<file path="src/rtl/tdm_cap_pkg.sv">
package tdm_cap_pkg;
  typedef enum logic [1:0] {
    CAP_IDLE = 2'd0,
    CAP_WAIT = 2'd1,
    CAP_RUN  = 2'd2
  } cap_state_e;
endpackage

</file>
<file path="src/rtl/tdm_src_mux.sv">
module tdm_src_mux #(
  parameter int NPORT = 8,
  parameter int NSTRM = 4,
  localparam int PW = $clog2(NPORT),
  localparam int SW = $clog2(NSTRM)
) (
  input  logic [NPORT*NSTRM-1:0] ser_i,
  input  logic [NPORT-1:0]       bit_en_i,
  input  logic [NPORT-1:0]       fp_ni,
  input  logic [PW-1:0]          port_sel_i,
  input  logic [SW-1:0]          strm_sel_i,
  output logic                   bit_o,
  output logic                   bit_en_o,
  output logic                   fp_o
);
  logic [NSTRM-1:0] port_bus [NPORT];

  for (genvar p = 0; p < NPORT; p++) begin : g_port
    assign port_bus[p] = ser_i[p*NSTRM +: NSTRM];
  end

  assign bit_o    = port_bus[port_sel_i][strm_sel_i];
  assign bit_en_o = bit_en_i[port_sel_i];
  assign fp_o     = ~fp_ni[port_sel_i];
endmodule

</file>
<file path="src/rtl/tdm_deser.sv">
module tdm_deser #(
  parameter int DW = 8,
  parameter int CH_PER_FRM = 32,
  localparam int BW = $clog2(DW),
  localparam int CHW = $clog2(CH_PER_FRM),
  localparam int POSW = BW + CHW
) (
  input  logic           clk_i,
  input  logic           rst_ni,
  input  logic           bit_i,
  input  logic           bit_en_i,
  input  logic           fp_i,
  output logic           byte_vld_o,
  output logic [DW-1:0]  byte_o,
  output logic [CHW-1:0] chan_o
);
  logic [POSW-1:0] pos_q, pos_d;
  logic [DW-2:0]   sh_q;

  // frame pulse pins bit position to zero
  assign pos_d      = fp_i ? '0 : pos_q + 1'b1;
  assign byte_vld_o = bit_en_i && (pos_d[BW-1:0] == {BW{1'b1}});
  assign byte_o     = {sh_q, bit_i};
  assign chan_o     = pos_d[POSW-1:BW];

  always_ff @(posedge clk_i or negedge rst_ni) begin
    if (!rst_ni) begin
      pos_q <= '0;
      sh_q  <= '0;
    end else if (bit_en_i) begin
      pos_q <= pos_d;
      sh_q  <= {sh_q[DW-3:0], bit_i};
    end
  end


  byte_align_chk: assert property (@(posedge clk_i) disable iff (!rst_ni)
    byte_vld_o |-> !fp_i);
endmodule

</file>
<file path="src/rtl/tdm_cap_mem.sv">
module tdm_cap_mem #(
  parameter int DEPTH = 32,
  parameter int DW = 8,
  localparam int AW = $clog2(DEPTH)
) (
  input  logic          clk_i,
  input  logic          rst_ni,
  input  logic          we_i,
  input  logic [AW-1:0] waddr_i,
  input  logic [DW-1:0] wdata_i,
  input  logic [AW-1:0] raddr_i,
  output logic [DW-1:0] rdata_o
);
  logic [DW-1:0] ent [DEPTH];

  for (genvar i = 0; i < DEPTH; i++) begin : g_ent
    logic [DW-1:0] q;
    always_ff @(posedge clk_i or negedge rst_ni) begin
      if (!rst_ni) q <= '0;
      else if (we_i && waddr_i == AW'(i)) q <= wdata_i;
    end
    assign ent[i] = q;
  end

  assign rdata_o = ent[raddr_i];
endmodule

</file>
<file path="src/rtl/tdm_cap_ctrl.sv">
module tdm_cap_ctrl import tdm_cap_pkg::*; #(
  parameter int DEPTH = 32,
  parameter int CH_PER_FRM = 32,
  parameter int DW = 8,
  parameter int SELW = 11,
  localparam int AW = $clog2(DEPTH),
  localparam int CHW = $clog2(CH_PER_FRM)
) (
  input  logic            clk_i,
  input  logic            rst_ni,
  input  logic [SELW-1:0] sel_i,
  input  logic            chan_mode_i,
  input  logic [CHW-1:0]  chan_sel_i,
  input  logic            single_i,
  input  logic            irq_en_i,
  input  logic            arm_i,
  input  logic            irq_clr_i,
  input  logic            bit_en_i,
  input  logic            fp_i,
  input  logic            byte_vld_i,
  input  logic [CHW-1:0]  chan_i,
  input  logic [DW-1:0]   byte_i,
  output logic            we_o,
  output logic [AW-1:0]   waddr_o,
  output logic [DW-1:0]   wdata_o,
  output logic            irq_o
);
  cap_state_e      st_q, st_d;
  logic [AW-1:0]   ptr_q, ptr_d;
  logic [SELW-1:0] sel_q;
  logic            irq_q, irq_d;
  logic            chg, abort, hit, last, done;

  assign chg   = sel_i != sel_q;
  assign abort = chg && (st_q != CAP_IDLE);
  assign hit   = byte_vld_i && (!chan_mode_i || chan_i == chan_sel_i);
  assign we_o  = !arm_i && !abort && (st_q == CAP_RUN) && hit;
  assign last  = ptr_q == AW'(DEPTH-1);
  assign done  = we_o && last && single_i;

  always_comb begin
    st_d  = st_q;
    ptr_d = ptr_q;
    if (arm_i || abort) begin
      st_d  = CAP_WAIT;
      ptr_d = '0;
    end else if (st_q == CAP_WAIT && bit_en_i && fp_i) begin
      st_d = CAP_RUN;
    end else if (we_o) begin
      ptr_d = last ? '0 : ptr_q + 1'b1;
      if (done) st_d = CAP_IDLE;
    end
  end

  // set beats clear
  always_comb begin
    irq_d = irq_q;
    if (done && irq_en_i) irq_d = 1'b1;
    else if (irq_clr_i)   irq_d = 1'b0;
  end

  always_ff @(posedge clk_i or negedge rst_ni) begin
    if (!rst_ni) begin
      st_q  <= CAP_IDLE;
      ptr_q <= '0;
      sel_q <= '0;
      irq_q <= 1'b0;
    end else begin
      st_q  <= st_d;
      ptr_q <= ptr_d;
      sel_q <= sel_i;
      irq_q <= irq_d;
    end
  end

  assign waddr_o = ptr_q;
  assign wdata_o = byte_i;
  assign irq_o   = irq_q;


  arm_restart_chk: assert property (@(posedge clk_i) disable iff (!rst_ni)
    arm_i |=> (st_q == CAP_WAIT) && (ptr_q == '0));

  sel_abort_chk: assert property (@(posedge clk_i) disable iff (!rst_ni)
    (st_q != CAP_IDLE && chg) |=> (st_q == CAP_WAIT) && (ptr_q == '0));

  idle_no_wr_chk: assert property (@(posedge clk_i) disable iff (!rst_ni)
    (st_q == CAP_IDLE) |-> !we_o);

  irq_gate_chk: assert property (@(posedge clk_i) disable iff (!rst_ni)
    $rose(irq_q) |-> $past(irq_en_i && single_i));

  irq_sticky_chk: assert property (@(posedge clk_i) disable iff (!rst_ni)
    (irq_q && !irq_clr_i) |=> irq_q);
endmodule

</file>
<file path="src/rtl/tdm_capture_analyzer.sv">
module tdm_capture_analyzer #(
  parameter int NPORT = 8,
  parameter int NSTRM = 4,
  parameter int CH_PER_FRM = 32,
  parameter int DW = 8,
  parameter int DEPTH = 32
) (
  input  logic                       clk_i,
  input  logic                       rst_ni,
  input  logic [NPORT*NSTRM-1:0]     ser_i,
  input  logic [NPORT-1:0]           bit_en_i,
  input  logic [NPORT-1:0]           fp_ni,
  input  logic [$clog2(NPORT)-1:0]   port_sel_i,
  input  logic [$clog2(NSTRM)-1:0]   strm_sel_i,
  input  logic                       chan_mode_i,
  input  logic [$clog2(CH_PER_FRM)-1:0] chan_sel_i,
  input  logic                       single_i,
  input  logic                       irq_en_i,
  input  logic                       arm_i,
  input  logic                       irq_clr_i,
  input  logic [$clog2(DEPTH)-1:0]   rd_addr_i,
  output logic [DW-1:0]              rd_data_o,
  output logic                       irq_o
);
  localparam int PW   = $clog2(NPORT);
  localparam int SW   = $clog2(NSTRM);
  localparam int CHW  = $clog2(CH_PER_FRM);
  localparam int AW   = $clog2(DEPTH);
  localparam int SELW = PW + SW + 1 + CHW;

  logic           s_bit, s_en, s_fp;
  logic           b_vld;
  logic [DW-1:0]  b_data;
  logic [CHW-1:0] b_chan;
  logic           we;
  logic [AW-1:0]  waddr;
  logic [DW-1:0]  wdata;
  logic [SELW-1:0] sel_vec;

  assign sel_vec = {port_sel_i, strm_sel_i, chan_mode_i, chan_sel_i};

  tdm_src_mux #(.NPORT(NPORT), .NSTRM(NSTRM)) u_mux (
    .ser_i      (ser_i),
    .bit_en_i   (bit_en_i),
    .fp_ni      (fp_ni),
    .port_sel_i (port_sel_i),
    .strm_sel_i (strm_sel_i),
    .bit_o      (s_bit),
    .bit_en_o   (s_en),
    .fp_o       (s_fp)
  );

  tdm_deser #(.DW(DW), .CH_PER_FRM(CH_PER_FRM)) u_deser (
    .clk_i      (clk_i),
    .rst_ni     (rst_ni),
    .bit_i      (s_bit),
    .bit_en_i   (s_en),
    .fp_i       (s_fp),
    .byte_vld_o (b_vld),
    .byte_o     (b_data),
    .chan_o     (b_chan)
  );

  tdm_cap_ctrl #(.DEPTH(DEPTH), .CH_PER_FRM(CH_PER_FRM), .DW(DW), .SELW(SELW)) u_ctrl (
    .clk_i       (clk_i),
    .rst_ni      (rst_ni),
    .sel_i       (sel_vec),
    .chan_mode_i (chan_mode_i),
    .chan_sel_i  (chan_sel_i),
    .single_i    (single_i),
    .irq_en_i    (irq_en_i),
    .arm_i       (arm_i),
    .irq_clr_i   (irq_clr_i),
    .bit_en_i    (s_en),
    .fp_i        (s_fp),
    .byte_vld_i  (b_vld),
    .chan_i      (b_chan),
    .byte_i      (b_data),
    .we_o        (we),
    .waddr_o     (waddr),
    .wdata_o     (wdata),
    .irq_o       (irq_o)
  );

  tdm_cap_mem #(.DEPTH(DEPTH), .DW(DW)) u_mem (
    .clk_i   (clk_i),
    .rst_ni  (rst_ni),
    .we_i    (we),
    .waddr_i (waddr),
    .wdata_i (wdata),
    .raddr_i (rd_addr_i),
    .rdata_o (rd_data_o)
  );
endmodule

</file>
<file path="config.mk">
export PLATFORM = sky130hd
export DESIGN_NAME = tdm_capture_analyzer
export DESIGN_NICKNAME = d
export VERILOG_FILES = /design/src/rtl/tdm_cap_pkg.sv /design/src/rtl/tdm_src_mux.sv /design/src/rtl/tdm_deser.sv /design/src/rtl/tdm_cap_mem.sv /design/src/rtl/tdm_cap_ctrl.sv /design/src/rtl/tdm_capture_analyzer.sv
export SDC_FILE = /design/constraint.sdc
export NUM_CORES = 1
export LEC_CHECK = 0
export ABC_AREA = 1
export BUFFER_PORTS_ARGS = -buffer_cell sky130_fd_sc_hd__clkbuf_2
export CAP_MARGIN = 0
export CORE_MARGIN = 2
export CORE_UTILIZATION = 56
export DETAILED_ROUTE_END_ITERATION = 16
export GPL_TIMING_DRIVEN = 0
export PLACE_DENSITY = 0.77
export SETUP_SLACK_MARGIN = 0.4
export SLEW_MARGIN = 40
export SYNTH_ARGS = -nofsm -noshare
export SYNTH_HDL_FRONTEND = slang
export SYNTH_SLANG_ARGS = --single-unit
</file>
<file path="constraint.sdc">
create_clock -name clk_i -period 2 [get_ports clk_i]
set_input_delay 0.4 -clock clk_i [delete_from_list [all_inputs] [get_ports clk_i]]
set_output_delay 0.4 -clock clk_i [all_outputs]
set_load 0.005 [all_outputs]
</file>
* Word level (Yosys, flattened, before mapping)
Cells that the tools add are included.
Operators by class: equal/unequal tests 37, add/subtract/negate cells 2, multiplexer cells 23, $lt $le $gt $ge 4, reductions and logical operators 55, bitwise operators 3
Operators by type and width (number):
- equality test 5 bit (second input constant) | 16
- logical AND 1 bit | 42
- binary-select mux 8 bit (select 5 bit) | 1
- equality test 5 x 4 -> 1 bit (second input constant) | 8
- 2-to-1 mux 8 bit | 3
- equality test 5 x 3 -> 1 bit (second input constant) | 4
- 2-to-1 mux 5 bit | 4
- binary-select mux 4 bit (select 3 bit) | 1
- inequality test 11 bit | 1
- equality test 5 x 2 -> 1 bit (second input constant) | 2
- adder 8 x 1 -> 8 bit (second input constant) | 1
- 2-to-1 mux 2 bit | 4
- 2-to-1 mux 4 bit | 2
- binary-select mux 1 bit (select 3 bit) | 2
- >= comparator 6 bit (second input constant) | 1
- inverter 5 -> 6 bit | 1
- nonzero test 2 bit | 3
- nonzero test 3 bit | 2
- adder 5 x 1 -> 5 bit (second input constant) | 1
- equality test 5 x 1 -> 1 bit (second input constant) | 1
- equality test 5 bit | 1
- logical NOT 5 bit | 1
- 2-to-1 mux 1 bit | 5
- >= comparator 4 bit (second input constant) | 1
- other kinds (12) | 16
Storage, ports and cells: bits in registers 290, bits of input ports 70, word-level logic and storage cells 162, output and inout port bits 9

* Logic depth before layout (Yosys ltp)
depth after elaboration 13, mapped depth 19, depth with buffers taken out 16

* Hierarchy
Synthesis repeated with hierarchy kept, for this count alone.
Second synthesis, totals: cells, all modules 1854, area total of the unflattened synthesis 14346.3 um^2
Modules (own cells, without submodules):
- tdm_cap_mem | cells each 1506, area an instance 11912.7 um^2, seq. area each 6406.1 um^2, instances 1
- tdm_cap_ctrl | cells each 136, area an instance 1094.8 um^2, seq. area each 475.5 um^2, instances 1
- tdm_deser | cells each 104, area an instance 793.3 um^2, seq. area each 375.4 um^2, instances 1
- tdm_src_mux | cells each 108, area an instance 545.5 um^2, seq. area each 0.0 um^2, instances 1

* Least setup slack after synthesis
OpenSTA, ideal clock, no wires.
kind input port to flip-flop, start in port_sel_i[0], end reg u_mem.g_ent[23].q[5], stages on the path 15, data required time 1.868 ns, setup time 0.132 ns, arrival 2.108 ns, path buffers 3, setup slack -0.240 ns, path through buf_6 > inv_4 > nand2_1 > nand2_1 > nand2_1 > nand3_4 > nand2_4 > clkinv_4 > nand2_1 > nor4_4 > clkbuf_8 > nand4_4 > buf_4 > nand2_1 > o21ai_1
Between the ends: longest elaborated chain between the ends 8, elaborated cells on any way between the ends 17, classes of those cells eq/ne: 3; mux: 5; reduce/logical: 9
Ends and longest elaborated chain:
- from (decl) | line tdm_capture_analyzer.sv:13 | input logic [$clog2(NPORT)-1:0] port_sel_i,
- binary-select mux 1 bit (select 3 bit) | line tdm_src_mux.sv:24 | assign fp_o = ~fp_ni[port_sel_i];
- 2-to-1 mux 1 bit (not written as such) | line tdm_src_mux.sv:24
- 2-to-1 mux 8 bit | line tdm_deser.sv:21 | assign pos_d = fp_i ? '0 : pos_q + 1'b1;
- equality test 5 bit or equality test 3 bit (tied branches) | line tdm_cap_ctrl.sv:36, tdm_deser.sv:22
- logical OR 1 bit or logical AND 1 bit (tied branches) | line tdm_cap_ctrl.sv:36, tdm_deser.sv:22
- logical AND 1 bit | line tdm_cap_ctrl.sv:36 | assign hit = byte_vld_i && (!chan_mode_i || chan_i == chan_sel_i);
- logical AND 1 bit * | line tdm_cap_ctrl.sv:37 | assign we_o = !arm_i && !abort && (st_q == CAP_RUN) && hit;
- logical AND 1 bit * | line tdm_cap_mem.sv:20 | else if (we_i && waddr_i == AW'(i)) q <= wdata_i;
- to (signal assigned) | line tdm_cap_mem.sv:20
- to (decl) | line tdm_cap_mem.sv:17 | logic [DW-1:0] q;
Mark *: on every way between the ends. The rest lies on a longest branch, timed or not. The select of a mux whose other input is x is not followed. A chain may end at the register's enable or synchronous reset.

* Final worst setup path
start reg u_deser.pos_q[0], end reg u_mem.g_ent[1].q[5]
Between the ends: longest elaborated chain between the ends 7, elaborated cells on any way between the ends 9, classes of those cells add/sub: 1; eq/ne: 2; mux: 1; reduce/logical: 5
Ends and longest elaborated chain:
- from (decl) | line tdm_deser.sv:17 | logic [POSW-1:0] pos_q, pos_d;
- from (signal assigned) | line tdm_deser.sv:31 | pos_q <= pos_d;
- adder 8 x 1 -> 8 bit * | line tdm_deser.sv:21
- 2-to-1 mux 8 bit * | line tdm_deser.sv:21
- equality test 5 bit or equality test 3 bit (tied branches) | line tdm_cap_ctrl.sv:36, tdm_deser.sv:22
- logical OR 1 bit or logical AND 1 bit (tied branches) | line tdm_cap_ctrl.sv:36, tdm_deser.sv:22
- logical AND 1 bit * | line tdm_cap_ctrl.sv:36
- logical AND 1 bit * | line tdm_cap_ctrl.sv:37
- logical AND 1 bit * | line tdm_cap_mem.sv:20
- to (signal assigned) | line tdm_cap_mem.sv:20
- to (decl) | line tdm_cap_mem.sv:17
Mark *: on every way between the ends. The rest lies on a longest branch, timed or not.

==> results.md <==
- Status: finished, violations left
- Failing checks: setup timing
- Element type at the critical path start: register
- Initial Util: 57.2%
- Power Internal: 10.2 mW
- Final hold violation count: 0
- RSZ-0062 raised after global routing: yes
- DRC: 0
- Post-synth top area cell: dfrtp_1
- Nets@finish: 1,985
- # port buffers: 75
- Crit path DAT: 2.97 ns
- Ys flop type: dfrtp_1
- Die width: 165 um
- I/O pin count: 79
- Slew @ Worst Pin: 1.08 ns
- Worst Clk Skew: 0.0231 ns
- Flop pwr share: 41.1%
- Via count: 14.8k
- Worst hold start: chan_sel_i[4]
- Maximum vdd drop: 659 uV
- Initial antenna violation count: 1
- Fill cells: 1,571
- Core Rows: 58
- R2r setup slk: -0.55 ns
- Worst-skew pair later-pin latency: 0.58 ns
- Combinational group share of total power: 16.8%
- Synth top area share: 50.2%
- Worst-path fanout max: 10
- Post-synthesis sequential area ratio: 50.2%
- Reg-to-reg startpoint: u_deser.pos_q[0]$_DFFE_PN0P_
- Tcrit/Tclk final: 128%
- DRT iter0 DRCs: 2,144
- Crit Path Class: reg -> reg
- Core Util, Final: 78.2%
- Hold Path Sink: u_ctrl.sel_q[4]$_DFF_PN0_
- Final ANT Viol Nets: 0
- DRT Pass-1 Iters: 6
- Hold Crit Class: in -> reg
- Xor-xnor portion of the synthesized cell area: 0.727%
- Number of max-cap violations: 0
- Slowest CP cell: dfrtp_1
- Vias per cell: 6.55
- Pwr dens: 738 nW/um2
- Max_slew headroom: 27.9%
- Pre-CTS setup slack: -0.859 ns
- Fin crit period: 2.55 ns
- Crit end category: register
- Vias in the first global route: 14.0k
- Most frequent cell after synthesis: nand2_1
- Post-synth EDFFs: 0
- Reg2reg end: u_mem.g_ent[1].q[5]$_DFFE_PN0P_
- Clock root buffer: clkbuf_16
- Req. time, crit path: 2.42 ns
- Switching part of the total: 29.8%
- CTS Buffer Depth: 3
- Final WL: 56,200 um
- Area Overhead vs Synth: 36.6%
- Post-Syn Area: 14,500 um2
- Synth Register Bits: 290
- LEAKAGE: 8.74 nW
- Post-Synthesis Cells: 1,660
- Share of cells above drive strength 1: 36.5%
- Switching pwr: 4.35 mW
- GRT overflow: 0
- Largest net degree at the start of global routing: 70
- Gr usage total: 39.5%
- Simple-gate share of the synthesized area: 21.3%
- Netlist cell types: 42
- First-pass GRT wire length: 80,300 um
- Post-synthesis adder-cell area fraction: 0.606%
- Worst Setup Slack, final: -0.554 ns
- Ys async rst share: 100%
- Placed wire-length estimate: 34,500 um
- Clk pwr share: 42.1%
- Max frequency: 392 MHz
- CTS Buf Count: 31
- Largest family of logic cells by synthesized area: simple AND/OR/NAND/NOR gates
- Hold Path Stages: 1
- Fin. max-slew vios: 0
- CP most frequent cell: nand2_1
- Setup violators final: 271
- Compound-Gate Fraction of Synth Area: 20.4%
- Die height: 165 um
- Core area: 25,300 um2
- Mapped Nets: 1,737
- Yosys warns: 0
- Reg clk slew, reported paths: 0.07 ns
- CP Cell Sequence: ha_2 -> nand2_2 -> inv_2 -> nand3_2 -> xnor2_2 -> nand2_2 -> nand2_1 -> nand2_1 -> nor2_2 -> nand2_4 -> nand2_8 -> buf_4 -> buf_12 -> nand4_4 -> buf_6 -> nand2_1 -> o21ai_1
- Synthesized area per cell: 8.71 um2
- Post-synth top cells: nand2_1 (334), dfrtp_1 (290), o21ai_1 (265)
- Routability cong.: 1.03
- CP max stage delay: 0.40 ns
- Die area: 27,100 um2
- H-tree Lvls: 1
- R2R cell count: 17
- Num Clock Sinks: 290
- Routed length per instance: 24.9 um
- Mux cell area share after synthesis: 0%
- CTS tree: built
- Ranking of synthesized cells by area: dfrtp_1 (50%), o21ai_1 (9.2%), nand2_1 (8.7%), o21ai_0 (5.8%), nor2_1 (5.5%)
[critical path, delay by kind of cell (launching register included)]
kind                     cells  cell delay, ns
XOR/XNOR                     1            0.22
flip-flops                   1            0.40
adder cells (fa/ha/maj)      1            0.21
AND/OR/NAND/NOR             10            0.95
AO/OA/AOI/OAI                1            0.07
buffers and inverters        4            0.53
[power by group through the flow]
stage          Sequential [mW]  Combinational [mW]  Clock, mW
5_1_grt                   5.99                2.55       6.33
3_3_place_gp              6.09                1.86          0
4_1_cts                   5.99                2.08       6.06
2_1_floorplan             6.08                1.01          0
3_5_place_dp              6.09                1.91          0
6_report                  5.99                2.45       6.13
[per-layer routing]
metal / wire length, um / vias up / track usage, %
met3: 7390 / 336 / 8.99
met2: 24300 / 1222 / 59.4
met1: 20000 / 7034 / 52.3
li1: - / 6212 / -
met5: 0 / - / 0
met4: 4460 / 0 / 24.0
[what timing repair did]
item / CTS / global route
resized for setup: 186 / 383
setup buffers: 55 / 45
endpoints found under the hold margin: 35 / 0
hold buffers: 8 / 0
cloned: 17 / 11
pin swaps: 43 / 74
endpoints found under the setup margin: 272 / 280
[metrics by stage]
step	total power [mW]	instances	instance area, um2	TNS (ns)	hold WS, ns
6_report	14.6	2260	19700	-114.64	0.0183
5_1_grt	14.9	2258	19700	-148.02	0.00744
4_1_cts	14.1	2202	18100	-100.54	0.0000760
3_5_place_dp	8.00	2069	15700	-171.45	0.319
3_3_place_gp	7.95	2065	15600	-1765.50	0.466
2_1_floorplan	7.09	1660	14800	-24.82	0.104
[sequential cells by signal, indices dropped and copies added, names as in the netlist]
| register | flops |
|---|---|
| u_mem.g_ent.q | 256 |
| u_ctrl.sel_q | 11 |
| u_deser.pos_q | 8 |
| u_deser.sh_q | 7 |
| u_ctrl.waddr_o | 5 |
| u_ctrl.st_q | 2 |
| u_ctrl.irq_o | 1 |
[cell type report]
| cell class | count | area (um2) | share of cell area (%) |
|---|---|---|---|
| Tap cell | 330 | 413 | 2.09 |
| Inverter | 52 | 220 | 1.12 |
| Clock inverter | 11 | 186 | 0.944 |
| Multi-Input combinational cell | 1187 | 7430 | 37.7 |
| Sequential cell | 290 | 7260 | 36.8 |
| Clock buffer | 42 | 867 | 4.39 |
| Timing Repair Buffer | 215 | 1970 | 9.96 |
| Buffer | 131 | 1400 | 7.07 |
| Antenna cell | 2 | 5.00 | 0.0253 |
[kinds of logic after synthesis]
kind of cell               Yosys count
AOI/OAI and AO/OA                  530
xor gates and xnor gates            12
adders and majority gates            7
buffers and inverters              183
DFF                                290
and+or+nand+nor                    638
[layout by cell type, fill, tap and decap left out, drive strengths merged, types with 5 or more instances in the layout]
master / instances
nand3: 47
dlygate4sd3: 8
nand2: 337
o22ai: 17
a31oi: 8
nand4: 34
dfrtp: 290
nor2: 212
clkbuf: 182
bufinv: 5
clkinv: 7
o221ai: 56
ha: 7
o21ai: 434
a32oi: 8
inv: 50
xnor2: 7
xor2: 5
buf: 198
[how the worst max path moves through the flow]
stage / start / end / slack, ns / cells after the start
4_1_cts: u_deser.pos_q[0]$_DFFE_PN0P_ / u_mem.g_ent[29].q[6]$_DFFE_PN0P_ / -0.46 / 16
3_5_place_dp: rd_addr_i[1] / rd_data_o[1] / -0.86 / 8
6_report: u_deser.pos_q[0]$_DFFE_PN0P_ / u_mem.g_ent[1].q[5]$_DFFE_PN0P_ / -0.55 / 17
5_1_grt: u_deser.pos_q[0]$_DFFE_PN0P_ / u_mem.g_ent[1].q[5]$_DFFE_PN0P_ / -0.69 / 17
3_3_place_gp: rst_ni / u_mem.g_ent[7].q[5]$_DFFE_PN0P_ / -5.58 / 1
2_1_floorplan: port_sel_i[0] / u_mem.g_ent[23].q[5]$_DFFE_PN0P_ / -0.15 / 15
No activity file was read; power rests on OpenSTA's default activity.
